**src/rtl/adc_seq_pkg.sv**
```systemverilog
package adc_seq_pkg;

  typedef enum logic [1:0] {
    ST_IDLE = 2'd0,
    ST_STD  = 2'd1,
    ST_INJ  = 2'd2
  } seq_state_e;

  localparam int MODE_CONT = 0;
  localparam int MODE_SCAN = 1;

  // Another channel of the same sequence follows when the current channel is
  // above zero and either a scan runs or the mode now asks for one.
  function automatic logic walk_more(input logic scanning, input logic [1:0] mode,
                                     input logic chan_nz);
    return chan_nz && (scanning || mode[MODE_SCAN]);
  endfunction

  // A fresh sequence follows a finished one in continuous mode, or when start
  // was written again while the sequence ran.
  function automatic logic seq_repeat(input logic start, input logic rewritten,
                                      input logic [1:0] mode);
    return start && (mode[MODE_CONT] || rewritten);
  endfunction

endpackage

```
**src/rtl/adc_conv_timer.sv**
```systemverilog
module adc_conv_timer #(
  parameter int CYC = 6
) (
  input  logic clk,
  input  logic rst_n,
  input  logic run,
  output logic done
);
  localparam int CW = (CYC > 1) ? $clog2(CYC) : 1;

  logic [CW-1:0] cnt;

  assign done = run && (cnt == CW'(CYC - 1));

  always_ff @(posedge clk) begin
    if (!rst_n)            cnt <= '0;
    else if (!run || done) cnt <= '0;
    else                   cnt <= cnt + 1'b1;
  end

  AST_CNT_BOUND: assert property (@(posedge clk) disable iff (!rst_n)
    run |-> (cnt < CW'(CYC)));

endmodule

```
**src/rtl/adc_inj_latch.sv**
```systemverilog
module adc_inj_latch (
  input  logic clk,
  input  logic rst_n,
  input  logic trig,
  input  logic take,
  output logic pend
);
  // If take consumes a trigger that arrived with no request held, nothing
  // remains; a trigger beside a take of an older request stays held.
  always_ff @(posedge clk) begin
    if (!rst_n)    pend <= 1'b0;
    else if (pend) pend <= !take || trig;
    else           pend <= trig && !take;
  end

  AST_TRIG_KEPT: assert property (@(posedge clk) disable iff (!rst_n)
    (trig && !(take && !pend)) |=> pend);

endmodule

```
**src/rtl/adc_result_bank.sv**
```systemverilog
module adc_result_bank #(
  parameter int WORD_W = 13
) (
  input  logic              clk,
  input  logic              rst_n,
  input  logic              std_wr,
  input  logic              inj_wr,
  input  logic [WORD_W-1:0] word,
  output logic [WORD_W-1:0] std_q,
  output logic [WORD_W-1:0] inj_q,
  output logic              eoc,
  output logic              eoi
);
  always_ff @(posedge clk) begin
    if (!rst_n) begin
      std_q <= '0;
      inj_q <= '0;
      eoc   <= 1'b0;
      eoi   <= 1'b0;
    end else begin
      eoc <= std_wr;
      eoi <= inj_wr;
      if (std_wr) std_q <= word;
      if (inj_wr) inj_q <= word;
    end
  end

  always @(posedge clk) begin
    if (rst_n) begin
      AST_SINGLE_SINK: assert (!(std_wr && inj_wr));
    end
  end

  AST_STD_KEEP: assert property (@(posedge clk) disable iff (!rst_n)
    !std_wr |=> $stable(std_q));

endmodule

```
**src/rtl/adc_seq_top.sv**
```systemverilog
module adc_seq_top
  import adc_seq_pkg::*;
#(
  parameter int CH_NUM   = 8,
  parameter int RES_W    = 10,
  parameter int CONV_CYC = 6,
  localparam int CH_W    = $clog2(CH_NUM),
  localparam int WORD_W  = CH_W + RES_W
) (
  input  logic              clk,
  input  logic              rst_n,
  input  logic              cfg_we,
  input  logic [1:0]        cfg_mode,
  input  logic [CH_W-1:0]   cfg_chan,
  input  logic              cfg_start,
  input  logic              inj_trig,
  input  logic [CH_W-1:0]   inj_chan,
  input  logic [RES_W-1:0]  sample_in,
  output logic [CH_W-1:0]   conv_chan,
  output logic              busy,
  output logic              inj_req,
  output logic              start_flag,
  output logic [WORD_W-1:0] std_result,
  output logic [WORD_W-1:0] inj_result,
  output logic              eoc_irq,
  output logic              eoi_irq
);
  seq_state_e      state;
  logic [CH_W-1:0] act_chan, nxt_chan, inj_sel, prog_chan, end_chan;
  logic [1:0]      prog_mode;
  logic            prog_start, start_rewr, scan_run, nxt_valid, nxt_scan;
  logic            cnv_run, cnv_done, std_done, inj_done;
  logic            inj_hold, inj_pend, inj_take;
  logic            walk, relaunch, end_valid, end_scan, seq_end, clear_start;

  // conversion timing
  assign cnv_run  = (state != ST_IDLE);
  assign std_done = (state == ST_STD) && cnv_done;
  assign inj_done = (state == ST_INJ) && cnv_done;

  adc_conv_timer #(.CYC(CONV_CYC)) u_timer (
    .clk (clk),
    .rst_n (rst_n),
    .run (cnv_run),
    .done (cnv_done)
  );

  // injection request latch
  assign inj_pend = inj_hold || inj_trig;
  assign inj_take = inj_pend &&
                    ((state == ST_IDLE) || std_done || (inj_done && !nxt_valid));

  adc_inj_latch u_inj (
    .clk (clk),
    .rst_n (rst_n),
    .trig (inj_trig),
    .take (inj_take),
    .pend (inj_hold)
  );

  // decision at the end of a standard conversion
  always_comb begin
    walk      = walk_more(scan_run, prog_mode, act_chan != '0);
    relaunch  = seq_repeat(prog_start, start_rewr, prog_mode);
    end_valid = walk || relaunch;
    end_chan  = walk ? act_chan - 1'b1 : prog_chan;
    end_scan  = walk || prog_mode[MODE_SCAN];
  end

  assign seq_end     = std_done && !walk;
  assign clear_start = seq_end && !relaunch;

  // software-visible configuration
  always_ff @(posedge clk) begin
    if (!rst_n) begin
      prog_mode  <= '0;
      prog_chan  <= '0;
      prog_start <= 1'b0;
      start_rewr <= 1'b0;
    end else begin
      if (cfg_we) begin
        prog_mode  <= cfg_mode;
        prog_chan  <= cfg_chan;
        prog_start <= cfg_start;
      end else if (clear_start) begin
        prog_start <= 1'b0;
      end
      if (cfg_we && cfg_start && (state != ST_IDLE)) start_rewr <= 1'b1;
      else if (seq_end || (state == ST_IDLE))        start_rewr <= 1'b0;
    end
  end

  // sequencing state
  always_ff @(posedge clk) begin
    if (!rst_n) begin
      state     <= ST_IDLE;
      act_chan  <= '0;
      scan_run  <= 1'b0;
      nxt_valid <= 1'b0;
      nxt_chan  <= '0;
      nxt_scan  <= 1'b0;
      inj_sel   <= '0;
    end else begin
      unique case (state)
        ST_IDLE: begin
          if (inj_pend) begin
            state   <= ST_INJ;
            inj_sel <= inj_chan;
          end else if (prog_start) begin
            state    <= ST_STD;
            act_chan <= prog_chan;
            scan_run <= prog_mode[MODE_SCAN];
          end
        end
        ST_STD: begin
          if (cnv_done) begin
            if (inj_pend) begin
              state     <= ST_INJ;
              inj_sel   <= inj_chan;
              nxt_valid <= end_valid;
              nxt_chan  <= end_chan;
              nxt_scan  <= end_scan;
            end else if (end_valid) begin
              act_chan <= end_chan;
              scan_run <= end_scan;
            end else begin
              state <= ST_IDLE;
            end
          end
        end
        ST_INJ: begin
          if (cnv_done) begin
            if (nxt_valid) begin
              state     <= ST_STD;
              act_chan  <= nxt_chan;
              scan_run  <= nxt_scan;
              nxt_valid <= 1'b0;
            end else if (inj_pend) begin
              inj_sel <= inj_chan;
            end else begin
              state <= ST_IDLE;
            end
          end
        end
        default: state <= ST_IDLE;
      endcase
    end
  end

  assign conv_chan  = (state == ST_INJ) ? inj_sel : act_chan;
  assign busy       = cnv_run;
  assign inj_req    = inj_hold || (state == ST_INJ);
  assign start_flag = prog_start;

  adc_result_bank #(.WORD_W(WORD_W)) u_res (
    .clk (clk),
    .rst_n (rst_n),
    .std_wr (std_done),
    .inj_wr (inj_done),
    .word ({conv_chan, sample_in}),
    .std_q (std_result),
    .inj_q (inj_result),
    .eoc (eoc_irq),
    .eoi (eoi_irq)
  );

  AST_EOC_FROM_BUSY: assert property (@(posedge clk) disable iff (!rst_n)
    eoc_irq |-> $past(busy));

  AST_SCAN_STEP: assert property (@(posedge clk) disable iff (!rst_n)
    (std_done && walk && !inj_pend) |=>
      ((state == ST_STD) && (act_chan == $past(act_chan) - 1'b1)));

  AST_IDLE_QUIET: assert property (@(posedge clk) disable iff (!rst_n)
    ((state == ST_IDLE) && !prog_start && !inj_pend) |=> (state == ST_IDLE));

  AST_REQ_HOLD: assert property (@(posedge clk) disable iff (!rst_n)
    (inj_req && !inj_done) |=> inj_req);

  AST_INJ_NO_ABORT: assert property (@(posedge clk) disable iff (!rst_n)
    ((state == ST_INJ) && !cnv_done) |=> (state == ST_INJ));

endmodule

```
**config.mk**
```make
export PLATFORM = sky130hd
export DESIGN_NAME = adc_seq_top
export DESIGN_NICKNAME = d
export VERILOG_FILES = /design/src/rtl/adc_seq_pkg.sv /design/src/rtl/adc_conv_timer.sv /design/src/rtl/adc_inj_latch.sv /design/src/rtl/adc_result_bank.sv /design/src/rtl/adc_seq_top.sv
export SDC_FILE = /design/constraint.sdc
export NUM_CORES = 1
export LEC_CHECK = 0
export BUFFER_PORTS_ARGS = -buffer_cell sky130_fd_sc_hd__buf_2
export CORE_UTILIZATION = 45
export DETAILED_ROUTE_END_ITERATION = 10
export HOLD_SLACK_MARGIN = 0.1
export PLACE_DENSITY = 0.76
export SLEW_MARGIN = 20
export SYNTH_ARGS = -nofsm -noshare
export SYNTH_HDL_FRONTEND = slang
export SYNTH_SLANG_ARGS = --single-unit
```
**constraint.sdc**
```tcl
create_clock -name clk -period 2.7 [get_ports clk]
set_input_delay 0.54 -clock clk [delete_from_list [all_inputs] [get_ports clk]]
set_output_delay 0.54 -clock clk [all_outputs]
set_load 0.05 [all_outputs]
```
Word-level counts from Yosys, hierarchy flattened:

Index checks and enable logic that the tools add are counted.
W data, S select, Z words.

* register bits: 53
* bits of input ports: 23
* output and inout port bits: 34
* word-level logic and storage cells: 117

* add/sub/neg operators: 2
* equality and inequality tests: 15
* mux-type cells: 41
* bitwise logic cells: 1
* reduce and logical (&&, ||, !) cells: 41

Operators by type and width (count)
* $mux W3: 13
* $ne A2 B2 Y1 const B: 9
* $pmux W3 S3: 2
* $mux W2: 8
* $mux W1: 15
* $logic_and A1 B1 Y1: 12
* $logic_or A1 B1 Y1: 11
* $ne A3 B3 Y1 const B: 3
* $reduce_and A4 Y1: 2
* $reduce_and A8 Y1: 1
* $reduce_bool A2 Y1: 4
* $pmux W2 S3: 1
* $reduce_bool A3 Y1: 2
* $logic_not A1 Y1: 5
* $reduce_and A5 Y1: 1
* $add A3 B1 Y3 const B: 1
* $eq A3 B3 Y1 const B: 1
* $pmux W1 S3: 1
* $reduce_and A3 Y1: 1
* $sub A3 B1 Y3 const B: 1
* $eq A2 B1 Y1 const B: 1
* $eq A2 B2 Y1 const B: 1
* $logic_not A2 Y1: 1
* $pmux W1 S2: 1
* 2 further kinds: 2

Logic depth before layout (Yosys ltp):

Gate-level depths: netlist (run 1).

* depth after elaboration: 9
* mapped depth: 8
* depth with buffers taken out: 7

Cells and area by module:

A second synthesis (run 1) with hierarchy kept.

* cells, all modules: 265
* area, all modules: 2536.2 um2

Modules (own cells, without submodules)
* adc_seq_top: times used 1, cells each 159, area an instance 1285.0 um2, seq. area each 420.4 um2
* adc_result_bank: times used 1, cells each 88, area an instance 1071.0 um2, seq. area each 560.5 um2
* adc_conv_timer: times used 1, cells each 13, area an instance 137.6 um2, seq. area each 60.1 um2
* adc_inj_latch: times used 1, cells each 5, area an instance 42.5 um2, seq. area each 20.0 um2

Worst setup path before layout (run 1):

OpenSTA, ideal clock, no wires.

* path kind: flip-flop to output port
* from: reg state[0]
* to: out conv_chan[0]
* arrival: 2069 ps
* data required time: 2160 ps
* setup slack: 91 ps
* stages on the path, launching flop included: 6
* buffers on the path: 2
* cell sequence: dfxtp_1 -> inv_1 -> ha_1 -> buf_6 -> clkbuf_1 -> o21ai_0

* longest elaborated chain between the ends: 2

Ends and longest elaborated chain
* start, declared: RTL line adc_seq_top.sv:28 `seq_state_e state;`
* start signal, assigned: RTL line adc_seq_top.sv:96 `state <= ST_IDLE;`
* start signal, assigned: RTL line adc_seq_top.sv:107 `state <= ST_INJ;`
* start signal, assigned: RTL line adc_seq_top.sv:110 `state <= ST_STD;`
* $eq A2 B2 Y1: RTL line adc_seq_top.sv:150 `assign conv_chan = (state == ST_INJ) ? inj_sel : act_chan;`
* $mux W3: RTL line adc_seq_top.sv:150
* end, declared: RTL line adc_seq_top.sv:19 `output logic [CH_W-1:0] conv_chan,`

No other way between the ends.

Worst setup path in the final report (run 1):

* from: reg state[0]
* to: out conv_chan[2]

The elaborated chain is that of the path after synthesis.

==> results list, run 1 <==
* Average wire per cell in the routed design: 13.2 um
- Setup repair after global routing left no endpoint under its margin.
- Net switching is 38.8% of the power.
- Gates resized during post-CTS repair numbered 0.
- The slowest stage of the critical path belongs to the cell sky130_fd_sc_hd__ha_1.
- The number of clock buffers added by TritonCTS is 5.
* Post-CTS repair timing setup buffer count: 0
- Overall overflow remaining after global route: 0
- Fraction of the yosys area taken by sequential cells: 44.5%
* Synth Area in Compound Gates: 20.1%
- Counting the fill cells in the layout gives 513.
- The tree is rooted in a sky130_fd_sc_hd__clkbuf_8.
- The number of hold violations in the final report came to 0.
* Top library cells by usage in the layout, fill and taps aside: sky130_fd_sc_hd__nand2_1 (64), sky130_fd_sc_hd__buf_2 (56), sky130_fd_sc_hd__dfxtp_1 (53), sky130_fd_sc_hd__a21oi_1 (37), sky130_fd_sc_hd__nor2_1 (24)
- Initial standard-cell utilization of the core: 46.7%
* Slack of the critical path: 0.209 ns
- Largest family of logic cells by synthesized area: simple AND/OR/NAND/NOR gates
- Most instantiated flip-flop cell in the synthesis netlist: sky130_fd_sc_hd__dfxtp_1
* First-pass GRT wire length: 8.64 mm
- Simple-Gate Fraction of Synth Area: 20.8%
- Total wirelength of the detailed-routed design: 5.43 mm
- Share of power burned in combinational logic: 37.4%
- CP cell instances: inv_1, ha_1, mux2_2, buf_2
* Via total after detailed routing: 2,131
- The clock reaches the later pin of the worst-skew pair after 0.31 ns.
* DIE WIDTH: 74.8 um
- Number of buffers inserted by hold repair at cts: 0
- Worst Tran Pin Value: 0.611 ns
- In the synthesized netlist, mux cells make up 4.25% of the area.
* Post-synthesis instance total: 287
- The number of antenna violations at the first check in global routing was 0.
* Boundary Pins: 57
- Yosys printed 0 warnings.
- Clock power frac: 21.9%
- For this run, design rule violations remaining after detail routing come to 0.
- Worst R2R Setup Slack: 0.72 ns
* Count of buffer and inverter cells on the critical path: 2
* Rows: 26
- Minimum clock period after layout: 2.49 ns
* Port bufs: 56
- Netlist cell types: 49
* Critical Path RT: 2.16 ns
- Kind of end point of the critical path: primary output
* Result of the run: completed
- The critical path is of the reg2out type.
* Internal cell power: 1.32 mW
* Share of post-route cells with drive strength above 1: 23.8%
- Highest fanout seen on the critical path: 17
- Post-route ant nets: 0
- The via count of the first global-routing pass is 1,940.
* Endpoints failing setup: 0
* Power per Cell Area: 779 mW/mm^2
- Fraction of synthesized cell area in xor and xnor cells: 0%
* Share of synthesized registers carrying an async set or reset: 0%
- Number of synthesized flops with an enable pin: 0
- Crit share post-route: 92.3%
- Routability-driven placement finished with a final weighted congestion of 0.836.
* Highest attainable clock frequency: 0.401 GHz
- Launching element type of the critical path: register
- Min-Delay Path Class: reg2reg
- Area growth syn-to-layout: 16.3%
- Adding up every negative setup slack in the final design gives 0 ns.
* Max Root-Sink Buffers: 2
- The synthesized design contains 53 register bits.
* Post-detail-place hpwl: 3.82 mm
- Registers are responsible for 40.7% of the overall power.
* Synthesized area divided by synthesized cell count: 8.31 um^2
* Area enclosed by the die boundary: 0.00559 mm^2
- The floorplan step defined a core boundary enclosing 0.00511 mm^2.
- Max Slew Vio Count: 0
- Largest voltage drop on the vdd net: 0.337 mV
- In this run the power spent charging and discharging nets is 0.838 mW.
* Synthesized netlist net count: 318
* Most common library cell in the layout ignoring fill and taps: sky130_fd_sc_hd__nand2_1
* Number of clock sinks seen by CTS: 53
- Count of inserted antenna diode cells: 0
* Fraction of the mapped netlist area in adder cells: 4.20%
- Among cell families on the critical path, the largest total delay comes from adder cells.
* Number of levels in the clock H-tree: 2
* Total global-route track usage: 20.3%
* Post-synthesis instance area: 0.00238 mm^2
- Pre-CTS setup slack: 0.540 ns
- In the routed layout, each cell is associated on average with a via count of 5.20.
* Count of maximum capacitance violations: 0
- Before antenna repair, the detailed router went through 4 iterations.
- From bottom edge to top edge, the die measures 74.8 um.
* Worst slew margin relative to its limit: 59.3%
- Clock-pin slew of the registers on the worst-case setup and hold paths: 0.10 ns
- The clock arrives with 0.0123 ns of skew.
* CP peak stage delay: 0.54 ns
- TritonCTS built the clock tree.
- Maximum number of pins on one net before global-route repair: 24
- Critical path arrival: 1.95 ns
* Nets: 370
- The detailed router finished its first iteration with 140 violations.
- In this run the static leakage power is 1.18 nW.
-- stage by stage --
| step | instance area (um^2) | std cells | util, % | hold WS (ns) | total power, mW |
|---|---|---|---|---|---|
| 4_1_cts | 2770 | 410 | 54.3 | 0.456 | 2.17 |
| 2_1_floorplan | 2380 | 287 | - | 0.421 | 1.58 |
| 5_1_grt | 2770 | 410 | 54.3 | 0.461 | 2.29 |
| 6_report | 2770 | 410 | 54.3 | 0.457 | 2.16 |
| 3_5_place_dp | 2680 | 402 | 52.4 | 0.445 | 1.70 |
| 3_3_place_gp | 2680 | 402 | 52.4 | 0.434 | 1.68 |
-- sequential cells by signal, summed over array words and instances, names as in the netlist, 2 cells and up --
signal and cells:
u_res.inj_q 13, nxt_chan 3, inj_sel 3, prog_chan 3
u_res.std_q 13, state 2, prog_mode 2, u_timer.cnt 3
act_chan 3
-- synthesized netlist by cell type, types with 2 or more instances --
| library cell | count | area [um^2] |
|---|---|---|
| sky130_fd_sc_hd__nand2_1 | 64 | 240 |
| sky130_fd_sc_hd__dfxtp_1 | 53 | 1060 |
| sky130_fd_sc_hd__a21oi_1 | 37 | 185 |
| sky130_fd_sc_hd__nor2_1 | 24 | 90.1 |
| sky130_fd_sc_hd__o21ai_0 | 18 | 90.1 |
| sky130_fd_sc_hd__inv_1 | 11 | 41.3 |
| sky130_fd_sc_hd__mux2i_1 | 9 | 90.1 |
| sky130_fd_sc_hd__ha_1 | 8 | 100 |
| sky130_fd_sc_hd__buf_2 | 4 | 20.0 |
| sky130_fd_sc_hd__clkbuf_1 | 4 | 15.0 |
| sky130_fd_sc_hd__nor3_1 | 4 | 20.0 |
| sky130_fd_sc_hd__a211oi_1 | 3 | 22.5 |
| sky130_fd_sc_hd__buf_6 | 3 | 33.8 |
| sky130_fd_sc_hd__nor2b_1 | 3 | 18.8 |
| sky130_fd_sc_hd__a22o_1 | 2 | 17.5 |
| sky130_fd_sc_hd__a22oi_1 | 2 | 15.0 |
| sky130_fd_sc_hd__a31o_1 | 2 | 17.5 |
| sky130_fd_sc_hd__clkbuf_8 | 2 | 27.5 |
| sky130_fd_sc_hd__nand2b_1 | 2 | 12.5 |
| sky130_fd_sc_hd__nand3_1 | 2 | 10.0 |
| sky130_fd_sc_hd__o211ai_1 | 2 | 15.0 |
-- path summary, 6_finish.rpt --
check                 start  cells after the start              to
min          u_timer.cnt[0]                      1  u_timer.cnt[0]
max reg2reg        state[0]                      7     act_chan[0]
min reg2reg  u_timer.cnt[0]                      1  u_timer.cnt[0]
max                state[0]                      4    conv_chan[2]
-- routing by layer --
metal  share of wire [%]  GRT usage, %  vias to the layer above
met3                 4.4          4.69                        7
li1                    -             -                     1079
met1                  47          26.3                      997
met2                  47          32.8                       48
met5                   0             0                        -
met4                 1.4          7.97                        0
-- worst register-to-register path: stages, from the launching register on --
cell and delay (ns):
sky130_fd_sc_hd__dfxtp_1 0.39, sky130_fd_sc_hd__inv_1 0.08, sky130_fd_sc_hd__ha_1 0.29, sky130_fd_sc_hd__and2b_2 0.24
sky130_fd_sc_hd__o32ai_1 0.23, sky130_fd_sc_hd__and4b_1 0.41, sky130_fd_sc_hd__nor3_2 0.06, sky130_fd_sc_hd__a31o_1 0.18
-- cells by family after synthesis --
family / Yosys count
AOI/OAI and AO/OA: 80
adders and majority gates: 8
buffers and inverters: 26
DFF: 53
muxes: 10
and+or+nand+nor: 110
-- power by group through the flow --
stage | clock network (mW) | logic, mW | registers (mW)
after floorplan | 0 | 0.690 | 0.889
after global placement | 0 | 0.787 | 0.895
after detailed placement | 0 | 0.801 | 0.898
after CTS | 0.487 | 0.805 | 0.880
after global routing | 0.516 | 0.886 | 0.888
final | 0.473 | 0.808 | 0.880
-- area by class of cell --
type	instances	area (um^2)	share of cell area, %
clock buffers	6	82.6	2.98
clock inverters	2	13.8	0.496
inverters	11	41.3	1.49
multi-input cells	208	1180	42.4
flip-flops and latches	53	1060	38.2
well taps	70	87.6	3.16
repair buffers	60	310	11.2
(Power assumes the default switching activity.)
==> run 2, diff against run 1 <==
Settings changed: PLACE_DENSITY 0.76 to 0.79.
Clock period 2.7 ns to 2.2 ns, I/O delays scaled along.
==> run 2 against run 1 <==
Net effect:
- global-route usage is 0.15 points lower
- core utilization is 0.98 points higher
- flip-flop and latch count stayed put
- combinational power is 27% higher
- hold slack worse by 0.090 ns
- sequential power is 24% higher
- via count is 0.38% lower
- setup slack worse by 0.059 ns
- routed wire length is 0.48% lower
- cell area is 1.8% higher
- clock skew is 0.0027 ns lower
- largest cell class unchanged
- largest power group unchanged
==> results list, run 2 (same netlist as run 1, synthesis figures left out) <==
- The area growth from synthesis to layout is 18.4%.
- Tightest hold margin: 0.366 ns (-0.0904 ns)
* Clock-pin slew of the registers on the worst-case setup and hold paths: 0.09 ns (about the same)
- The arrival time of data at the critical path endpoint came to 1.61 ns (-0.34 ns).
- Share of post-route cells with drive strength above 1: 24.5% (+0.67 points)
- The total of hold buffers inserted after clock tree synthesis is 0 (unchanged).
* Critical Path RT: 1.76 ns (-0.40 ns)
- Count of maximum capacitance violations: 0 (unchanged)
* Initial drt markers: 197 (+41%)
- The post-route standard cell area excluding fillers is 0.00282 mm^2 (+1.8%).
- The die boundary width came to 74.8 um (unchanged).
- Post-detail-place hpwl: 3.86 mm (+1.1%)
- Launching element type of the critical path: register
- Rows: 26 (unchanged)
- In the final layout, the registers with the most flip-flops are u_res.inj_q: 13 flops, u_res.std_q: 13 flops.
* Minimum clock period after layout: 2.05 ns
- CP cell instances: inv_1, ha_4, o21ai_0, buf_2
- The number of max-slew violations in the final report was 0 (unchanged).
- The effective utilization at floorplan is 46.7% (unchanged).
- The overall routed net length was 5.40 mm (-0.48%).
- Vias in the first global route: 1,807 (-6.9%)
- The height of the chip came to 74.8 um (unchanged).
- Kind of end point of the critical path: primary output
* Top Family by Delay on Critical Path: buffers and inverters
* Count of buffer and inverter cells on the critical path: 2 (unchanged)
- Max Root-Sink Buffers: 2 (unchanged)
- The total number of vias is 2,123 (-0.38%).
- The peak supply drop was 0.512 mV (+52%).
- The number of antenna violations at the first check in global routing is 0 (unchanged).
- The count of nets left with antenna violations after detail routing is 0 (unchanged).
* Average wire per cell in the routed design: 13.1 um (-1.2%)
* Most common library cell in the layout ignoring fill and taps: sky130_fd_sc_hd__nand2_1
* Multi-input gate area in the final layout: 0.00119 mm^2 (+1.1%)
- First-pass GRT wire length: 8.48 mm (-1.8%)
* CTS root buf: sky130_fd_sc_hd__clkbuf_8
- The count of nets after finishing is 373 (+0.81%).
* Min-Delay Path Class: in2reg
* Fill cell total of the finished layout: 476 (-7.2%)
- The overflow left after global routing is 0 (unchanged).
- Based on the critical path, the design can be clocked at up to 0.488 GHz.
* Number of clock sinks seen by CTS: 53 (unchanged)
- Top library cells by usage in the layout, fill and taps aside: sky130_fd_sc_hd__nand2_1 (64), sky130_fd_sc_hd__buf_2 (56), sky130_fd_sc_hd__dfxtp_1 (53), sky130_fd_sc_hd__a21oi_1 (37), sky130_fd_sc_hd__nor2_1 (24)
- Among all stages on the critical path, the largest delay is contributed by sky130_fd_sc_hd__dfxtp_1.
- The number of hold violations in the final report was 0 (unchanged).
* Count of inserted antenna diode cells: 0 (unchanged)
- Highest fanout seen on the critical path: 12 (-5)
* Total global-route track usage: 20.1% (-0.15 points)
- Setup repair after global routing missed its margin: no
- The worst setup skew after layout was 0.00961 ns (-0.00265 ns).
- The insertion delay of the later-clocked pin in the worst-skew pair was 0.31 ns (about the same).
* 1st-pass router iterations: 4 (unchanged)
* Type of the setup path with the least slack: reg2out
- Crit share post-route: 93.2%
- TritonCTS built the clock tree.
- Post-CTS repair timing setup buffer count: 0 (unchanged)
- The clock buffer count from CTS is 5 (unchanged).
* Via density per instance: 5.14 (-1.1%)
- The number of buffer cells added on primary ports was 56 (unchanged).
* CP peak stage delay: 0.38 ns (-0.16 ns)
* Worst Tran Pin Value: 0.526 ns (-0.0844 ns)
- Number of levels in the clock H-tree: 2 (unchanged)
- Worst slew margin relative to its limit: 64.5% (+5.3 points)
* Routability congestion estimate from global placement: 0.909 (+8.8%)
* Area taken by flip-flops and latches: 0.00106 mm^2 (unchanged)
- Result of the run: completed
* Total placed instance area: 0.00270 mm^2 (+0.84%)
* DRC violations left: 0 (unchanged)
- The placeable core area was 0.00511 mm^2 (unchanged).
- The power density over cell area is 980 mW/mm^2 (+26%).
- Boundary Pins: 57 (unchanged)
- Maximum number of pins on one net before global-route repair: 26 (+8.3%)
* Area enclosed by the die boundary: 0.00559 mm^2 (unchanged)
* Leakage: 1.20 nW (+1.6%)
- The setup-violating endpoint count in the final report was 0 (unchanged).
==> run 2: layout make-up <==
class                      instances  share of cell area [%]
multi-input combinational        208                    42.1
sequential                        53                    37.6
timing repair buffer              63                    11.8
tap                               70                    3.10
clock buffer                       6                    2.57
inverter                          11                    1.46
clock inverter                     2                    1.37
==> run 2: what timing repair did <==
| action | 4_1_cts | 5_1_grt |
|---|---|---|
| resized for setup | 1 | 1 |
| pin swaps | 0 | 0 |
| endpoints found under the setup margin | 3 | 1 |
==> run 2: worst paths after layout <==
| kind | start | to | slack (ns) | cells after the start |
|---|---|---|---|---|
| worst max-delay path | state[0] | conv_chan[1] | 0.15 | 4 |
| worst max register to register | state[1] | act_chan[0] | 0.20 | 7 |
| worst min-delay path | inj_chan[1] | inj_sel[1] | 0.37 | 3 |
| worst min register to register | u_timer.cnt[0] | u_timer.cnt[0] | 0.45 | 1 |
==> run 2: power by group <==
group	internal (mW)	total (mW)	switching, mW
combinational	0.371	1.03	0.657
clock	0.342	0.654	0.313
sequential	1.02	1.09	0.0616
total	1.74	2.77	1.03
==> run 2: routing by layer <==
layer | up-vias | global-route usage [%] | wire length [um]
met5 | - | 0 | 0
li1 | 1083 | - | -
met2 | 56 | 30.5 | 2520
met3 | 7 | 5.49 | 230
met1 | 977 | 27.8 | 2590
met4 | 0 | 6.50 | 67
==> run 2: per-stage QoR <==
step                TNS, ns  total power, mW  setup WS [ns]  util [%]  instances
floorplan            -0.994             1.94         -0.309         -        287
global placement          0             2.08          0.326      52.9        405
detailed placement        0             2.10          0.271      52.9        405
CTS                       0             2.75         0.0756      55.1        413
global route              0             2.92        0.00728      55.3        413
finish                    0             2.77          0.150      55.3        413
==> run 2: worst reg2reg max path: cells and delay by family (launching register included) <==
family / cells / cell delay, ns
flops: 1 / 0.43
buf+inv: 1 / 0.09
simple gates: 3 / 0.70
compound gates: 2 / 0.42
fa+ha+maj: 1 / 0.27
==> run 3, diff against run 2 <==
Settings changed: CORE_ASPECT_RATIO set to 0.6, CORE_UTILIZATION 45 to 30, PLACE_DENSITY 0.79 to 0.59.
==> run 3 against run 2 <==
Net effect:
- sequential share of layout area fell by 1.7 points
- cell area increased by 4.7%
- routed wire length grew 15%
- register-to-register slack got worse by 0.02 ns
- largest cell class unchanged
- highest routed layer unchanged
==> results list, run 3 (same netlist as run 1, synthesis figures left out) <==
- The minimum setup slack among reg-to-reg paths is 0.18 ns (-0.02 ns).
- Initial drt markers: 153 (-22%)
* Largest voltage drop on the vdd net: 0.453 mV (-12%)
- Minimum clock period after layout: 2.05 ns (-0.00295 ns)
- Height of the chip: 71.1 um (-5.0%)
- The buffer levels on the longest clock path came to 2 (unchanged).
- Number of levels in the clock H-tree: 2 (unchanged)
- Boundary Pins: 57 (unchanged)
- Nets: 374 (+0.27%)
* Layout Utilization: 39.5% (-16 points)
* Post-CTS repair timing setup buffer count: 0 (unchanged)
- Share of post-route cells with drive strength above 1: 25.0% (+0.51 points)
* Number of antenna violations at the first check in global routing: 0 (unchanged)
- CTS buffer count: 5 (unchanged)
- Kind of end point of the critical path: primary output
* First-pass GRT wire length: 10.4 mm (+22%)
* DRC violations left: 0 (unchanged)
* 1st-pass router iterations: 4 (unchanged)
* Launching element type of the critical path: register
* Post-detail-place hpwl: 4.67 mm (+21%)
* Maximum number of pins on one net before global-route repair: 21 (-19%)
- Top library cells by usage in the layout, fill and taps aside: sky130_fd_sc_hd__nand2_1 (64), sky130_fd_sc_hd__buf_2 (56), sky130_fd_sc_hd__dfxtp_1 (53), sky130_fd_sc_hd__a21oi_1 (37), sky130_fd_sc_hd__nor2_1 (24)
* Setup repair after global routing missed its margin: no
* Number of clock sinks seen by CTS: 53 (unchanged)
- The final period utilization came to 93.0% (-0.13 points).
- Total global-route track usage: 16.4% (-3.7 points)
- The largest registers in the layout are u_res.inj_q: 13 flops, u_res.std_q: 13 flops.
- The total die area was 0.00832 mm^2 (+49%).
* Worst slew margin relative to its limit: 61.2% (-3.4 points)
- The overflow left after global routing came to 0 (unchanged).
- Power per Cell Area: 1080 mW/mm^2 (+9.8%)
- DIE WIDTH: 117 um (+57%)
* Result of the run: completed
- Total wirelength of the detailed-routed design: 6.24 mm (+15%)
- The post-route setup TNS is 0 ns (unchanged).
* Critical path arrival: 1.61 ns (about the same)
- The transition time of the tightest slew-check pin came to 0.581 ns (+0.0551 ns).
* Min-Delay Path Class: in2reg
* Max Slew Vio Count: 0 (unchanged)
- The effective utilization at floorplan was 31.9% (-15 points).
- Clock-pin slew of the registers on the worst-case setup and hold paths: 0.07 ns (-0.02 ns)
- Via total after detailed routing: 2,127 (+0.19%)
- The standard-cell row count is 24 (-7.7%).
- TritonCTS built the clock tree.
- The placeable core area is 0.00748 mm^2 (+46%).
* Leakage: 1.24 nW (+3.8%)
- Area growth syn-to-layout: 24.0%
* Average wire per cell in the routed design: 13.9 um (+6.4%)
- Post-route ant nets: 0 (unchanged)
- The worst setup skew after layout was 0.00340 ns (-0.00622 ns).
- Critical Path RT: 1.76 ns (about the same)
- The count of max-cap constraint violations came to 0 (unchanged).
- CTS root buf: sky130_fd_sc_hd__clkbuf_16
- The detail-routed via count per cell is 4.75 (-7.6%).
* Fin. Hold Viols: 0 (unchanged)
- The via count of the first global-routing pass was 2,047 (+13%).
- The post-layout total power is 3.18 mW (+15%).
- The count of antenna diodes in the layout came to 0 (unchanged).
* Endpoints failing setup: 0 (unchanged)
* Highest fanout seen on the critical path: 12 (unchanged)
* Most common library cell in the layout ignoring fill and taps: sky130_fd_sc_hd__nand2_1
- Port bufs: 56 (unchanged)
* Skew-Pair Late Insertion Delay: 0.30 ns (about the same)
- Total non-filler cell area in the finished layout: 0.00296 mm^2 (+4.7%)
- The instance area at placement is 0.00275 mm^2 (+1.9%).
* Highest attainable clock frequency: 0.489 GHz (+0.14%)
- By startpoint and endpoint, the worst setup path is classified as reg2out.
- Routability congestion estimate from global placement: 0.771 (-15%)
-- run 3: cell types whose count changed in the layout (fill, tap and decap cells not counted) --
| cell | change |
|---|---|
| sky130_fd_sc_hd__clkbuf_16 | +5 |
| sky130_fd_sc_hd__clkbuf_1 | -1 |
| sky130_fd_sc_hd__bufinv_16 | +1 |
| sky130_fd_sc_hd__inv_6 | +1 |
| sky130_fd_sc_hd__clkbuf_8 | -5 |
| sky130_fd_sc_hd__clkinv_4 | -1 |
| sky130_fd_sc_hd__buf_4 | +1 |
-- run 3: per-stage QoR --
stage / hold slack, ns / instances / setup WS, ns
after floorplan: 0.421 / 287 / -0.309
after global placement: 0.432 / 440 / 0.288
after detailed placement: 0.443 / 440 / 0.236
after CTS: 0.371 / 448 / 0.0599
after global routing: 0.391 / 448 / 0.0402
final: 0.372 / 448 / 0.153
-- run 3: cell type report --
class                           instances  area, um^2
Fill cell                             768        4520
Multi-Input combinational cell        208        1190
Sequential cell                        53        1060
Timing Repair Buffer                   64         340
Tap cell                              104         130
Clock buffer                            5         125
Clock inverter                          3        68.8
Inverter                               11        41.3
-- run 3: final timing paths --
kind	from	to	cells past startpoint
min reg2reg	u_res.inj_q[1]	u_res.inj_q[1]	2
max reg2reg	state[0]	act_chan[1]	7
min	cfg_chan[1]	prog_chan[1]	3
max	state[0]	conv_chan[2]	4
-- run 3: what timing repair did --
item	in CTS	in global routing
setup endpoints to repair	1	2
hold buffers	0	0
hold endpoints to repair	0	0
pin swaps	0	0
resized for setup	1	1
-- run 3: power by group --
group          switching, mW  internal (mW)  leakage [nW]
clock                  0.379          0.657        0.0944
sequential            0.0627           1.03         0.429
combinational          0.682          0.376         0.717
total                   1.12           2.06          1.24
-- run 3: routing by layer --
metal	GRT usage, %	wire (um)
met2	22.4	2390
met4	3.38	47
met1	25.1	3450
met5	0	0
met3	4.80	352
-- run 3: critical path, cell delays in order (launching register included) --
cell and delay, ns:
sky130_fd_sc_hd__dfxtp_1 0.34, sky130_fd_sc_hd__inv_1 0.13, sky130_fd_sc_hd__ha_4 0.24, sky130_fd_sc_hd__mux2_2 0.38, sky130_fd_sc_hd__buf_2 0.22
